<file path="src/rtl/pwmaq_pkg.sv">
package pwmaq_pkg;
  localparam int NUM_EVT = 4;

  typedef struct packed {
    logic tick;
    logic zero;
    logic period;
    logic cmpA;
    logic cmpB;
    logic loadForce;
  } evtStrobes_t;

  typedef enum logic [1:0] {
    ACT_KEEP   = 2'b00,
    ACT_LOW    = 2'b01,
    ACT_HIGH   = 2'b10,
    ACT_TOGGLE = 2'b11
  } actCode_e;

  typedef enum logic [1:0] {
    RLD_ZERO   = 2'b00,
    RLD_PERIOD = 2'b01,
    RLD_EITHER = 2'b10,
    RLD_IMMED  = 2'b11
  } reloadMode_e;

  // Event slots in priority order: index 0 is the highest.
  function automatic int evtLsb(input int idx);
    case (idx)
      0:       return 2;  // period
      1:       return 4;  // compare A up
      2:       return 8;  // compare B up
      default: return 0;  // zero
    endcase
  endfunction
endpackage

</file>
<file path="src/rtl/pwmaq_ctrl.sv">
module pwmaq_ctrl
  import pwmaq_pkg::*;
#(
  parameter int CTR_W  = 16,
  parameter int REG_W  = 16,
  parameter int ADDR_W = 2,
  parameter int NUM_CH = 2
) (
  input  logic                          clk,
  input  logic                          rstN,
  input  logic                          tbTick,
  input  logic [CTR_W-1:0]              ctrVal,
  input  logic                          ctrDirUp,
  input  logic                          zeroStb,
  input  logic                          periodStb,
  input  logic [CTR_W-1:0]              cmpAVal,
  input  logic [CTR_W-1:0]              cmpBVal,
  input  logic                          regWrEn,
  input  logic [ADDR_W-1:0]             regAddr,
  input  logic [REG_W-1:0]              regWrData,
  output evtStrobes_t                   strobes,
  output logic [NUM_CH-1:0][REG_W-1:0]  actCtl,
  output logic [2*NUM_CH-1:0]           forceShadow
);
  localparam logic [ADDR_W-1:0] ADDR_MODE   = ADDR_W'(NUM_CH);
  localparam logic [ADDR_W-1:0] ADDR_SHADOW = ADDR_W'(NUM_CH + 1);
  localparam int MODE_LSB = 6;

  reloadMode_e reloadMode;
  logic        loadPoint;

  always_ff @(posedge clk) begin
    if (!rstN) begin
      actCtl      <= '0;
      forceShadow <= '0;
      reloadMode  <= RLD_ZERO;
    end else if (regWrEn) begin
      for (int ch = 0; ch < NUM_CH; ch++)
        if (regAddr == ADDR_W'(ch)) actCtl[ch] <= regWrData;
      if (regAddr == ADDR_MODE)
        reloadMode <= reloadMode_e'(regWrData[MODE_LSB +: 2]);
      if (regAddr == ADDR_SHADOW)
        forceShadow <= regWrData[2*NUM_CH-1:0];
    end
  end

  always_comb begin
    case (reloadMode)
      RLD_ZERO:   loadPoint = zeroStb;
      RLD_PERIOD: loadPoint = periodStb;
      RLD_EITHER: loadPoint = zeroStb | periodStb;
      default:    loadPoint = 1'b1;
    endcase
  end

  always_comb begin
    strobes.tick      = tbTick;
    strobes.zero      = tbTick & zeroStb;
    strobes.period    = tbTick & periodStb;
    strobes.cmpA      = tbTick & ctrDirUp & (ctrVal == cmpAVal);
    strobes.cmpB      = tbTick & ctrDirUp & (ctrVal == cmpBVal);
    strobes.loadForce = tbTick & loadPoint;
  end


  cfg_reset_chk: assert property (@(posedge clk)
    !rstN |=> (actCtl == '0 && forceShadow == '0));


  zero_mode_load_chk: assert property (@(posedge clk) disable iff (!rstN)
    (reloadMode == RLD_ZERO && strobes.loadForce) |-> zeroStb);


  cmp_up_only_chk: assert property (@(posedge clk) disable iff (!rstN)
    (strobes.cmpA || strobes.cmpB) |-> (ctrDirUp && tbTick));
endmodule

</file>
<file path="src/rtl/pwmaq_chan.sv">
module pwmaq_chan
  import pwmaq_pkg::*;
#(
  parameter int REG_W = 16
) (
  input  logic             clk,
  input  logic             rstN,
  input  evtStrobes_t      strobes,
  input  logic [REG_W-1:0] actCtl,
  input  logic [1:0]       shadowForce,
  output logic             pwmOut
);
  logic [1:0]         activeForce;
  logic [1:0]         effForce;
  logic [1:0]         actSel;
  logic [NUM_EVT-1:0] evtHit;
  logic               nxtLevel;

  assign evtHit = {strobes.zero, strobes.cmpB, strobes.cmpA, strobes.period};
  assign effForce = strobes.loadForce ? shadowForce : activeForce;

  // Walk from lowest to highest priority so the highest nonzero action wins.
  always_comb begin
    actSel = ACT_KEEP;
    for (int i = NUM_EVT - 1; i >= 0; i--)
      if (evtHit[i] && actCtl[evtLsb(i) +: 2] != ACT_KEEP)
        actSel = actCtl[evtLsb(i) +: 2];
  end

  always_comb begin
    case (effForce)
      2'b01:   nxtLevel = 1'b0;
      2'b10:   nxtLevel = 1'b1;
      default: begin
        case (actCode_e'(actSel))
          ACT_LOW:    nxtLevel = 1'b0;
          ACT_HIGH:   nxtLevel = 1'b1;
          ACT_TOGGLE: nxtLevel = ~pwmOut;
          default:    nxtLevel = pwmOut;
        endcase
      end
    endcase
  end

  always_ff @(posedge clk) begin
    if (!rstN) begin
      activeForce <= 2'b00;
      pwmOut      <= 1'b0;
    end else begin
      if (strobes.loadForce) activeForce <= shadowForce;
      if (strobes.tick)      pwmOut      <= nxtLevel;
    end
  end


  out_reset_chk: assert property (@(posedge clk) !rstN |=> !pwmOut);


  hold_without_tick_chk: assert property (@(posedge clk) disable iff (!rstN)
    !strobes.tick |=> $stable(pwmOut));


  force_low_chk: assert property (@(posedge clk) disable iff (!rstN)
    (strobes.tick && !strobes.loadForce && activeForce == 2'b01) |=> !pwmOut);


  force_high_chk: assert property (@(posedge clk) disable iff (!rstN)
    (strobes.tick && !strobes.loadForce && activeForce == 2'b10) |=> pwmOut);


  load_takes_effect_chk: assert property (@(posedge clk) disable iff (!rstN)
    (strobes.loadForce && shadowForce == 2'b10) |=> (pwmOut && activeForce == 2'b10));
endmodule

</file>
<file path="src/rtl/pwm_action_qual.sv">
module pwm_action_qual
  import pwmaq_pkg::*;
#(
  parameter int CTR_W  = 16,
  parameter int REG_W  = 16,
  parameter int ADDR_W = 2
) (
  input  logic              clk,
  input  logic              rstN,
  input  logic              tbTick,
  input  logic [CTR_W-1:0]  ctrVal,
  input  logic              ctrDirUp,
  input  logic              zeroStb,
  input  logic              periodStb,
  input  logic [CTR_W-1:0]  cmpAVal,
  input  logic [CTR_W-1:0]  cmpBVal,
  input  logic              regWrEn,
  input  logic [ADDR_W-1:0] regAddr,
  input  logic [REG_W-1:0]  regWrData,
  output logic              pwmA,
  output logic              pwmB
);
  localparam int NUM_CH = 2;

  evtStrobes_t                  strobes;
  logic [NUM_CH-1:0][REG_W-1:0] actCtl;
  logic [2*NUM_CH-1:0]          forceShadow;
  logic [NUM_CH-1:0]            pwmVec;

  pwmaq_ctrl #(
    .CTR_W(CTR_W), .REG_W(REG_W), .ADDR_W(ADDR_W), .NUM_CH(NUM_CH)
  ) u_ctrl (
    .clk(clk), .rstN(rstN), .tbTick(tbTick), .ctrVal(ctrVal),
    .ctrDirUp(ctrDirUp), .zeroStb(zeroStb), .periodStb(periodStb),
    .cmpAVal(cmpAVal), .cmpBVal(cmpBVal), .regWrEn(regWrEn),
    .regAddr(regAddr), .regWrData(regWrData), .strobes(strobes),
    .actCtl(actCtl), .forceShadow(forceShadow)
  );

  for (genvar ch = 0; ch < NUM_CH; ch++) begin : g_chan
    pwmaq_chan #(.REG_W(REG_W)) u_chan (
      .clk(clk), .rstN(rstN), .strobes(strobes),
      .actCtl(actCtl[ch]), .shadowForce(forceShadow[2*ch +: 2]),
      .pwmOut(pwmVec[ch])
    );
  end

  assign pwmA = pwmVec[0];
  assign pwmB = pwmVec[1];
endmodule

</file>
<file path="config.mk">
export PLATFORM = sky130hd
export DESIGN_NAME = pwm_action_qual
export DESIGN_NICKNAME = d
export VERILOG_FILES = /design/src/rtl/pwmaq_pkg.sv /design/src/rtl/pwmaq_ctrl.sv /design/src/rtl/pwmaq_chan.sv /design/src/rtl/pwm_action_qual.sv
export SDC_FILE = /design/constraint.sdc
export NUM_CORES = 1
export LEC_CHECK = 0
export BUFFER_PORTS_ARGS = -buffer_cell sky130_fd_sc_hd__clkbuf_2
export CAP_MARGIN = 25
export CORE_MARGIN = 5
export CORE_UTILIZATION = 49
export DETAILED_ROUTE_END_ITERATION = 6
export PLACE_DENSITY = 0.8
export SYNTH_ARGS = -nofsm -noshare
export SYNTH_HDL_FRONTEND = slang
export SYNTH_SLANG_ARGS = --single-unit
</file>
<file path="constraint.sdc">
create_clock -name clk -period 3.6 [get_ports clk]
set_input_delay 0.18 -clock clk [delete_from_list [all_inputs] [get_ports clk]]
set_output_delay 0.18 -clock clk [all_outputs]
set_load 0.02 [all_outputs]
</file>
==> flow_summary.json, run 1 <==
{
  "avgViaCountPerCell": 5.324,
  "outcome": "finished, final reports clean",
  "powerDensity_mw_per_mm2": 300.0,
  "leakage_nw": 1.105,
  "cp_slowest_stage_delay_ps": 450,
  "wl_per_cell_um": 13.73,
  "fin_tns_setup_ps": 0,
  "syn_nets": 294,
  "hold_viol": 0,
  "pre_cts_ws_ps": 738.9,
  "ant_nets": 0,
  "drcViolationCount": 0,
  "core_mm2": 0.003716,
  "r2r_cells": 9,
  "grt_util_all_layers": 0.1775,
  "gp_congestion": 0.8148,
  "period_share": 0.7215,
  "drive_gt1_frac": 0.2837,
  "layout_setup_ws_ps": 1003,
  "cp_common_cell": "nand2_1",
  "netlist_top_cells_area": "dfxtp_1 (29%), mux2i_1 (12%), nor2b_1 (9.5%)",
  "synth-edff-count": 0,
  "cts_inserted_buffers": 3,
  "register_area_um2": 560.5,
  "fin_util": 0.6357,
  "nNetsFinal": 362,
  "period_needed_ps": 2597,
  "hpwlAfterDp_um": 3769,
  "crit_chain": "clkbuf_2 > nor2b_1 > a2111o_1 > a2111oi_4 > nand4_2 > or3b_1 > a32o_2 > ha_1 > nor2_1 > nand2_1 > nand2_1 > a211o_1 > a21boi_0",
  "postSynthCellCount": 215,
  "cts_resized": 0,
  "yosysSeqAreaShare": 0.2940,
  "ios": 75,
  "cts_max_level": 1,
  "path_clk_slew_ps": 90,
  "yosysTopAreaCell": "dfxtp_1",
  "reg2reg_to": "g_chan[0].u_chan.pwmOut",
  "overflow": 0,
  "drt_pass1_iterations": 4,
  "ys_seq_elements": 28,
  "synthesis.area_mm2": 0.001907,
  "synth_common_cells": "nor2b_1 (29), dfxtp_1 (28), mux2i_1 (22), inv_1 (19), xnor2_1 (14)",
  "crit_path_start_kind": "input pin",
  "fin_skew_ps": 1.911,
  "initial_utilization": 0.5131,
  "synth.most_common_cell": "nor2b_1",
  "maxSlewHeadroom": 0.5256,
  "drt-initial-drc-count": 54,
  "fin_area_mm2": 0.002362,
  "cts.path.max_buffers": 2,
  "tritoncts": "done",
  "die_y_um": 72.38,
  "multi_input_area_mm2": 0.001251,
  "numClockSinks": 28,
  "required_ps": 3800,
  "arrival_ps": 2800,
  "netlist.area_leader.share": 0.2940,
  "fp.dieW_um": 72.38,
  "grt_pass1_vias": 1756,
  "hold_path_class": "input pin to register",
  "clock.fmax_mhz": 385.0,
  "die_area_mm2": 0.005239,
  "cp-startpoint": "cmpAVal[1]",
  "async_flop_share": 0,
  "setup_viol": 0,
  "slew_viol_final": 0,
  "power.total_mw": 0.7086,
  "worst_skew_pair.late_latency_ps": 270,
  "grt_pass1_wl_um": 7514,
  "vias": 1757,
  "fp-row-count": 22,
  "drv_cap": 0,
  "ir_drop_mv": 0.2647,
  "grt_max_degree": 29,
  "slowest_stage": "or3b_1",
  "place_area_mm2": 0.002291,
  "crit_type": "input pin to register",
  "r2r_slack_ps": 1590,
  "synth_cell_types": 41,
  "ys_warn_count": 0,
  "rsz0062_at_grt": "false",
  "clockRootBuffer": "clkbuf_8",
  "endpoint": "g_chan[1].u_chan.pwmOut",
  "worst_slew_pin_slew_ps": 693.7,
  "cts_hold_buf": 0,
  "diodes": 0,
  "synth_flop_cell": "dfxtp_1",
  "reg2reg_from": "u_ctrl.reloadMode[1]",
  "grt_antenna_before_repair": 0,
  "nFillCells": 361,
  "end_kind": "register",
  "cp_max_fo": 8,
  "avgSynthCellArea_um2": 8.869,
  "wirelength_um": 4532,
  "port-buffer-count": 68,
  "cts_setup_buffers": 0,
  "syn2layout_area_growth_pct": 23.88
}
==> power by group <==
group | switching (mW) | internal, mW | total, mW
Sequential | 0.00612 | 0.319 | 0.325
Combinational | 0.0670 | 0.0717 | 0.139
Clock | 0.0963 | 0.149 | 0.245
Total | 0.169 | 0.539 | 0.709
==> worst max-delay path: cells and delay by family <==
| family | cells | cell delay, ps |
|---|---|---|
| AO/OA/AOI/OAI | 5 | 1290 |
| adder cells (fa/ha/maj) | 1 | 270 |
| buffers and inverters | 1 | 80 |
| AND/OR/NAND/NOR | 6 | 970 |
==> layout by cell type, fill, tap and decap left out, types with 3 or more instances in the layout <==
cell type,count
a21oi_1,5
nor2b_1,29
mux2i_1,22
dfxtp_1,28
a21o_1,5
xnor2_1,14
o221ai_1,5
nand3_1,6
clkbuf_8,3
o22ai_1,3
clkbuf_2,68
o21ai_0,4
nand2_1,8
nor2_1,10
nand4_1,3
xor2_1,4
inv_1,19
or3b_1,4
and2_1,4
ha_1,6
==> stage by stage <==
stage,hold WS (ps),cells
after floorplan,308.2,215
after global placement,442.4,326
after detailed placement,452.5,326
after CTS,162.6,330
after global routing,165.4,330
final,162.2,330
==> metal layers <==
| layer | wire length [um] | GRT usage | vias up |
|---|---|---|---|
| li1 | - | - | 903 |
| met1 | 1947 | 0.2096 | 805 |
| met2 | 2271 | 0.3215 | 43 |
| met3 | 246 | 0.03463 | 6 |
| met4 | 66 | 0.05533 | 0 |
| met5 | 0 | 0 | - |
==> how the worst min path moves through the flow <==
stage,cells past startpoint,slack (ps),startpoint,endpoint
CTS,3,160,regWrData[7],u_ctrl.reloadMode[1]
detailed placement,3,450,regWrData[7],u_ctrl.reloadMode[1]
global route,3,170,regWrData[7],u_ctrl.reloadMode[1]
floorplan,1,310,rstN,u_ctrl.reloadMode[0]
finish,3,160,regWrData[7],u_ctrl.reloadMode[1]
global placement,3,440,regWrData[6],u_ctrl.reloadMode[0]
==> final cells by class <==
cell class	instances	share of cell area
clock buffers	3	0.01748
clock inverters	1	0.01271
inverters	19	0.03019
multi-input cells	162	0.5297
flip-flops and latches	28	0.2373
well taps	48	0.02542
repair buffers	69	0.1472
==> state kept, by name, summed over array words and instances (netlist names) <==
signal                     flops
u_ctrl.actCtl                 16
u_ctrl.reloadMode              2
u_ctrl.forceShadow             4
g_chan.u_chan.pwmOut           2
g_chan.u_chan.activeForce      4
==> cells by family after synthesis <==
kind of cell               Yosys count  share of synthesized area
adders and majority gates            6                    0.03937
xor gates and xnor gates            18                    0.08268
AOI/OAI and AO/OA                   41                     0.1811
DFF                                 28                     0.2940
buffers and inverters               25                    0.04987
muxes                               24                     0.1273
and+or+nand+nor                     73                     0.2257
Power figures use the tool's default switching activity.
==> run 2, diff against run 1 <==
Clock period 3.6 ns to 2.4 ns, I/O delays scaled along.
==> run 2 against run 1 <==
- the run now ends with setup timing left
- register-to-register slack lost 1300 ps
- combinational power grew 70%
- utilization grew 3.8 points
- flip-flop and latch count is the same
- global-route usage grew 0.81 points
- clock skew is essentially flat
- highest routed layer unchanged
==> flow_summary.json, run 2 (synthesis results as in run 1) <==
{
  "drv_cap": 0,
  "maxSlewHeadroom": 0.6373,
  "hold_path_class": "input pin to register",
  "wirelength_um": 4853,
  "crit_path_start_kind": "input pin",
  "cts_max_level": 1,
  "drt_pass1_iterations": 4,
  "hpwlAfterDp_um": 4048,
  "outcome": "finished with violations",
  "final_cells": 348,
  "clock.fmax_mhz": 406.2,
  "reg2reg_from": "u_ctrl.reloadMode[1]",
  "layout_setup_ws_ps": -62.06,
  "slew_viol_final": 0,
  "comb_power_share": 0.242,
  "r2r_cells": 9,
  "final_common_cell": "clkbuf_2",
  "fin_area_mm2": 0.002505,
  "gp_congestion": 0.8391,
  "largest_register_ffs": 16,
  "min_to": "u_ctrl.reloadMode[0]",
  "r2r_slack_ps": 320,
  "tritoncts": "done",
  "end_kind": "register",
  "switching_share": 0.2629,
  "drt-initial-drc-count": 47,
  "period_needed_ps": 2462,
  "fin_util": 0.6741,
  "mostFrequentLayoutCells": "clkbuf_2 (67), nor2b_1 (29), dfxtp_1 (28)",
  "power_frac_seq": 0.500,
  "place_inst": 344,
  "largest-register": "u_ctrl.actCtl",
  "drcViolationCount": 0,
  "p_int_mw": 0.7183,
  "grt_pass1_wl_um": 8038,
  "cp_max_fo": 5,
  "grt_util_all_layers": 0.1857,
  "violations": "setup timing",
  "fin_skew_ps": 2.210,
  "arrival_ps": 2670,
  "grt_pass1_vias": 1885,
  "required_ps": 2610,
  "worst_skew_pair.late_latency_ps": 270,
  "cts_hold_buf": 0,
  "syn2layout_area_growth_pct": 31.36,
  "reg2reg_to": "g_chan[0].u_chan.pwmOut",
  "port-buffer-count": 68,
  "overflow": 0,
  "hold_viol": 0,
  "place_area_mm2": 0.002426,
  "holdPathStages": 3,
  "cts_inserted_buffers": 3,
  "core_mm2": 0.003716,
  "numClockSinks": 28,
  "ir_drop_mv": 0.2794,
  "powerDensity_mw_per_mm2": 389.1,
  "period_share": 1.026,
  "clockPowerShare": 0.257,
  "holdWs_ps": 106.3,
  "clockRootBuffer": "clkbuf_8",
  "min_from": "regWrData[6]",
  "ios": 75,
  "fin_tns_setup_ps": -91.16,
  "rsz0062_at_grt": "true",
  "die_y_um": 72.38,
  "reg_top3": "u_ctrl.actCtl x16, g_chan.u_chan.activeForce x4, u_ctrl.forceShadow x4",
  "grt_antenna_before_repair": 0,
  "ant_nets": 0,
  "initial_utilization": 0.5131,
  "worst_slew_pin_slew_ps": 542.4,
  "cts.path.max_buffers": 2,
  "path_clk_slew_ps": 90,
  "drive_gt1_frac": 0.3433,
  "leakage_nw": 1.197,
  "fp-row-count": 22,
  "diodes": 0,
  "vias": 1869,
  "switchingPower_mw": 0.2562,
  "fp.dieW_um": 72.38,
  "grt_max_degree": 29,
  "power.total_mw": 0.9746,
  "die_area_mm2": 0.005239,
  "avgViaCountPerCell": 5.371,
  "setup_viol": 2,
  "pre_cts_ws_ps": -297.2,
  "crit_type": "input pin to register",
  "wl_per_cell_um": 13.95,
  "nNetsFinal": 381
}
==> run 2: worst max-delay path by stage <==
stage | start | end | slack [ps] | cells past startpoint
2_1_floorplan | cmpAVal[2] | g_chan[0].u_chan.pwmOut | -80 | 12
3_3_place_gp | cmpAVal[2] | g_chan[0].u_chan.pwmOut | -260 | 13
3_5_place_dp | cmpAVal[2] | g_chan[0].u_chan.pwmOut | -300 | 13
4_1_cts | cmpAVal[2] | g_chan[1].u_chan.pwmOut | -20 | 13
5_1_grt | cmpAVal[2] | g_chan[0].u_chan.pwmOut | -160 | 13
6_report | cmpAVal[2] | g_chan[0].u_chan.pwmOut | -60 | 13
==> run 2: timing repair <==
item	CTS	global route
hold endpoints to repair	0	0
gates resized for setup	1	6
setup endpoints to repair	2	2
buffers inserted	0	1
pin swaps	0	6
==> run 2: area by class of cell <==
class                           count  area [um2]
Multi-Input combinational cell    162        1275
Tap cell                           48       60.06
Clock buffer                        3       41.29
Timing Repair Buffer               88       496.7
Inverter                           19       71.32
Sequential cell                    28       560.5
Fill cell                         316        1211
==> run 2: power by group through the flow <==
stage                     logic [mW]  clock network [mW]  registers [mW]
final                          0.236               0.251           0.487
after detailed placement       0.232                   0           0.498
after global placement         0.228                   0           0.497
after floorplan                0.117                   0           0.495
after global routing           0.260               0.281           0.489
after CTS                      0.234               0.254           0.487
==> run 2: routing by layer <==
| metal | wire length, um | track usage | up-vias | part of all wire |
|---|---|---|---|---|
| met5 | 0 | 0 | - | 0 |
| met4 | 48 | 0.04713 | 0 | 0.0099 |
| met3 | 265 | 0.02216 | 8 | 0.055 |
| met2 | 2371 | 0.3306 | 48 | 0.49 |
| met1 | 2168 | 0.2367 | 870 | 0.45 |
| li1 | - | - | 943 | - |
==> run 2: critical path, cell delays in order <==
cell and delay, ps:
buf_6 90, nor2b_4 110, a2111o_1 410, a2111oi_4 220
nand4_2 200, or3b_1 420, a32o_2 300, ha_4 260
nor2_1 30, nand2_1 50, nand2_1 60, a211o_1 270
a21boi_1 130
==> run 3, diff against run 2 <==
Settings changed: BUFFER_PORTS_ARGS -buffer_cell sky130_fd_sc_hd__clkbuf_2 to -buffer_cell sky130_fd_sc_hd__buf_2, CORE_UTILIZATION 49 to 39, PLACE_DENSITY 0.8 to 0.66.
==> run 3 against run 2 <==
- the run now ends clean
- via count decreased by 2.1%
- sequential share of layout area decreased by 0.55 points
- clock power increased by 17%
- hold slack got worse by 14 ps
- combinational power about the same
- flip-flop and latch count unchanged
- fmax increased by 3.1%
- setup slack improved by 74 ps
- largest cell class unchanged
==> flow_summary.json, run 3 (synthesis results as in run 1) <==
{
  "final_common_cell": "buf_2",
  "cp-startpoint": "cmpAVal[2]",
  "path_clk_slew_ps": 90,
  "power.total_mw": 1.017,
  "clock.fmax_mhz": 418.7,
  "initial_utilization": 0.4037,
  "fin_skew_ps": 1.650,
  "arrival_ps": 2610,
  "diodes": 0,
  "min_to": "u_ctrl.reloadMode[1]",
  "worst_slew_pin_slew_ps": 579.1,
  "outcome": "finished, final reports clean",
  "grt_pass1_wl_um": 7603,
  "required_ps": 2620,
  "overflow": 0,
  "cts.path.max_buffers": 2,
  "setup_viol": 0,
  "ant_nets": 0,
  "crit_type": "input pin to register",
  "r2r_cells": 9,
  "nFillCells": 433,
  "die_y_um": 79.93,
  "ios": 75,
  "cts_max_level": 1,
  "grt_pass1_vias": 1753,
  "holdWs_ps": 92.53,
  "ir_drop_mv": 0.3696,
  "worst_skew_pair.late_latency_ps": 280,
  "reg2reg_from": "u_ctrl.reloadMode[1]",
  "drcViolationCount": 0,
  "drt_pass1_iterations": 4,
  "pre_cts_ws_ps": -303.6,
  "period_needed_ps": 2388,
  "layout_setup_ws_ps": 11.81,
  "period_share": 0.9951,
  "grt_antenna_before_repair": 0,
  "holdPathStages": 3,
  "vias": 1830,
  "min_from": "regWrData[7]",
  "final_cells": 370,
  "avgViaCountPerCell": 4.946,
  "core_mm2": 0.004723,
  "slowest_stage": "a2111o_1",
  "leakage_nw": 1.196,
  "fin_util": 0.5436,
  "drv_cap": 0,
  "slew_viol_final": 0,
  "syn2layout_area_growth_pct": 34.65,
  "crit_path_start_kind": "input pin",
  "clockRootBuffer": "clkbuf_8",
  "hpwlAfterDp_um": 3957,
  "reg_top3": "u_ctrl.actCtl x16, g_chan.u_chan.activeForce x4, u_ctrl.forceShadow x4",
  "place_inst": 363,
  "gp_congestion": 0.7955,
  "mostFrequentLayoutCells": "buf_2 (67), nor2b_1 (29), dfxtp_1 (28)",
  "die_area_mm2": 0.006388,
  "cp_slowest_stage_delay_ps": 420,
  "grt_max_degree": 29,
  "tritoncts": "done",
  "crit_chain": "buf_6 > nor2b_4 > a2111o_1 > a2111oi_4 > nand4_2 > or3b_1 > a32o_2 > ha_4 > nor2_1 > nand2_1 > nand2_1 > a211o_1 > a21boi_1",
  "rsz0062_at_grt": "true",
  "drive_gt1_frac": 0.3498,
  "cts_hold_buf": 0,
  "reg2reg_to": "g_chan[0].u_chan.pwmOut",
  "wl_per_cell_um": 13.16,
  "fp.dieW_um": 79.93,
  "largest_register_ffs": 16,
  "port-buffer-count": 68,
  "cp_max_fo": 5,
  "grt_util_all_layers": 0.1494,
  "wirelength_um": 4868,
  "drt-initial-drc-count": 44,
  "cts_inserted_buffers": 3,
  "largest-register": "u_ctrl.actCtl",
  "fp-row-count": 25,
  "nNetsFinal": 383,
  "cp_common_cell": "nand2_1",
  "r2r_slack_ps": 400,
  "hold_viol": 0,
  "maxSlewHeadroom": 0.6127,
  "hold_path_class": "input pin to register",
  "powerDensity_mw_per_mm2": 396.1,
  "numClockSinks": 28,
  "end_kind": "register"
}
==> run 3: cell count changes in the layout (fill, tap and decap cells not counted) <==
cell	previous run	this run
buf_2	0	67
clkbuf_2	67	0
buf_4	20	22
clkbuf_8	3	4
ha_1	5	4
ha_4	1	2
nor4_1	1	2
nor4_2	1	0
o221ai_1	5	4
o221ai_2	0	1
or3b_1	3	4
or3b_4	1	0
==> run 3: power by group <==
part           switching (mW)  total, mW  internal, mW  leakage (nW)
clock network           0.147      0.294         0.147        0.0288
logic                   0.108      0.236         0.129         0.941
registers             0.00919      0.487         0.478         0.227
total                   0.263       1.02         0.754          1.20
==> run 3: worst max path at each step <==
stage                               to  slack, ps
3_3_place_gp   g_chan[0].u_chan.pwmOut       -220
2_1_floorplan  g_chan[0].u_chan.pwmOut        -80
5_1_grt        g_chan[0].u_chan.pwmOut       -150
3_5_place_dp   g_chan[0].u_chan.pwmOut       -300
6_report       g_chan[0].u_chan.pwmOut         10
4_1_cts        g_chan[0].u_chan.pwmOut        0.9
==> run 3: layer usage <==
layer | GRT usage | share of wire
met5 | 0 | 0
met2 | 0.2500 | 0.44
met4 | 0.04561 | 0.010
met3 | 0.03837 | 0.10
met1 | 0.1867 | 0.44
==> run 3: layout make-up <==
cell class | instances | area, um2 | share of cell area
inverter | 19 | 71.32 | 0.02778
tap | 67 | 83.83 | 0.03265
clock buffer | 4 | 55.05 | 0.02144
sequential | 28 | 560.5 | 0.2183
timing repair buffer | 90 | 511.7 | 0.1993
multi-input combinational | 162 | 1285 | 0.5005
==> run 3: what timing repair did <==
item	4_1_cts	5_1_grt
endpoints found under the setup margin	1	2
pin swaps	1	5
resized for setup	1	6
setup buffers	1	2
==> run 3: worst max-delay path, delay by kind of cell <==
| kind | cells | cell delay [ps] |
|---|---|---|
| buffers and inverters | 1 | 90 |
| and+or+nand+nor | 6 | 850 |
| adders and majority gates | 1 | 260 |
| AOI/OAI and AO/OA | 5 | 1280 |
==> run 3: metrics by stage <==
step | setup TNS [ps] | instance area [um2]
6_report | 0 | 2567
5_1_grt | -291.6 | 2567
4_1_cts | 0 | 2512
3_5_place_dp | -565.8 | 2450
3_3_place_gp | -418.8 | 2450
2_1_floorplan | -141.7 | 1907
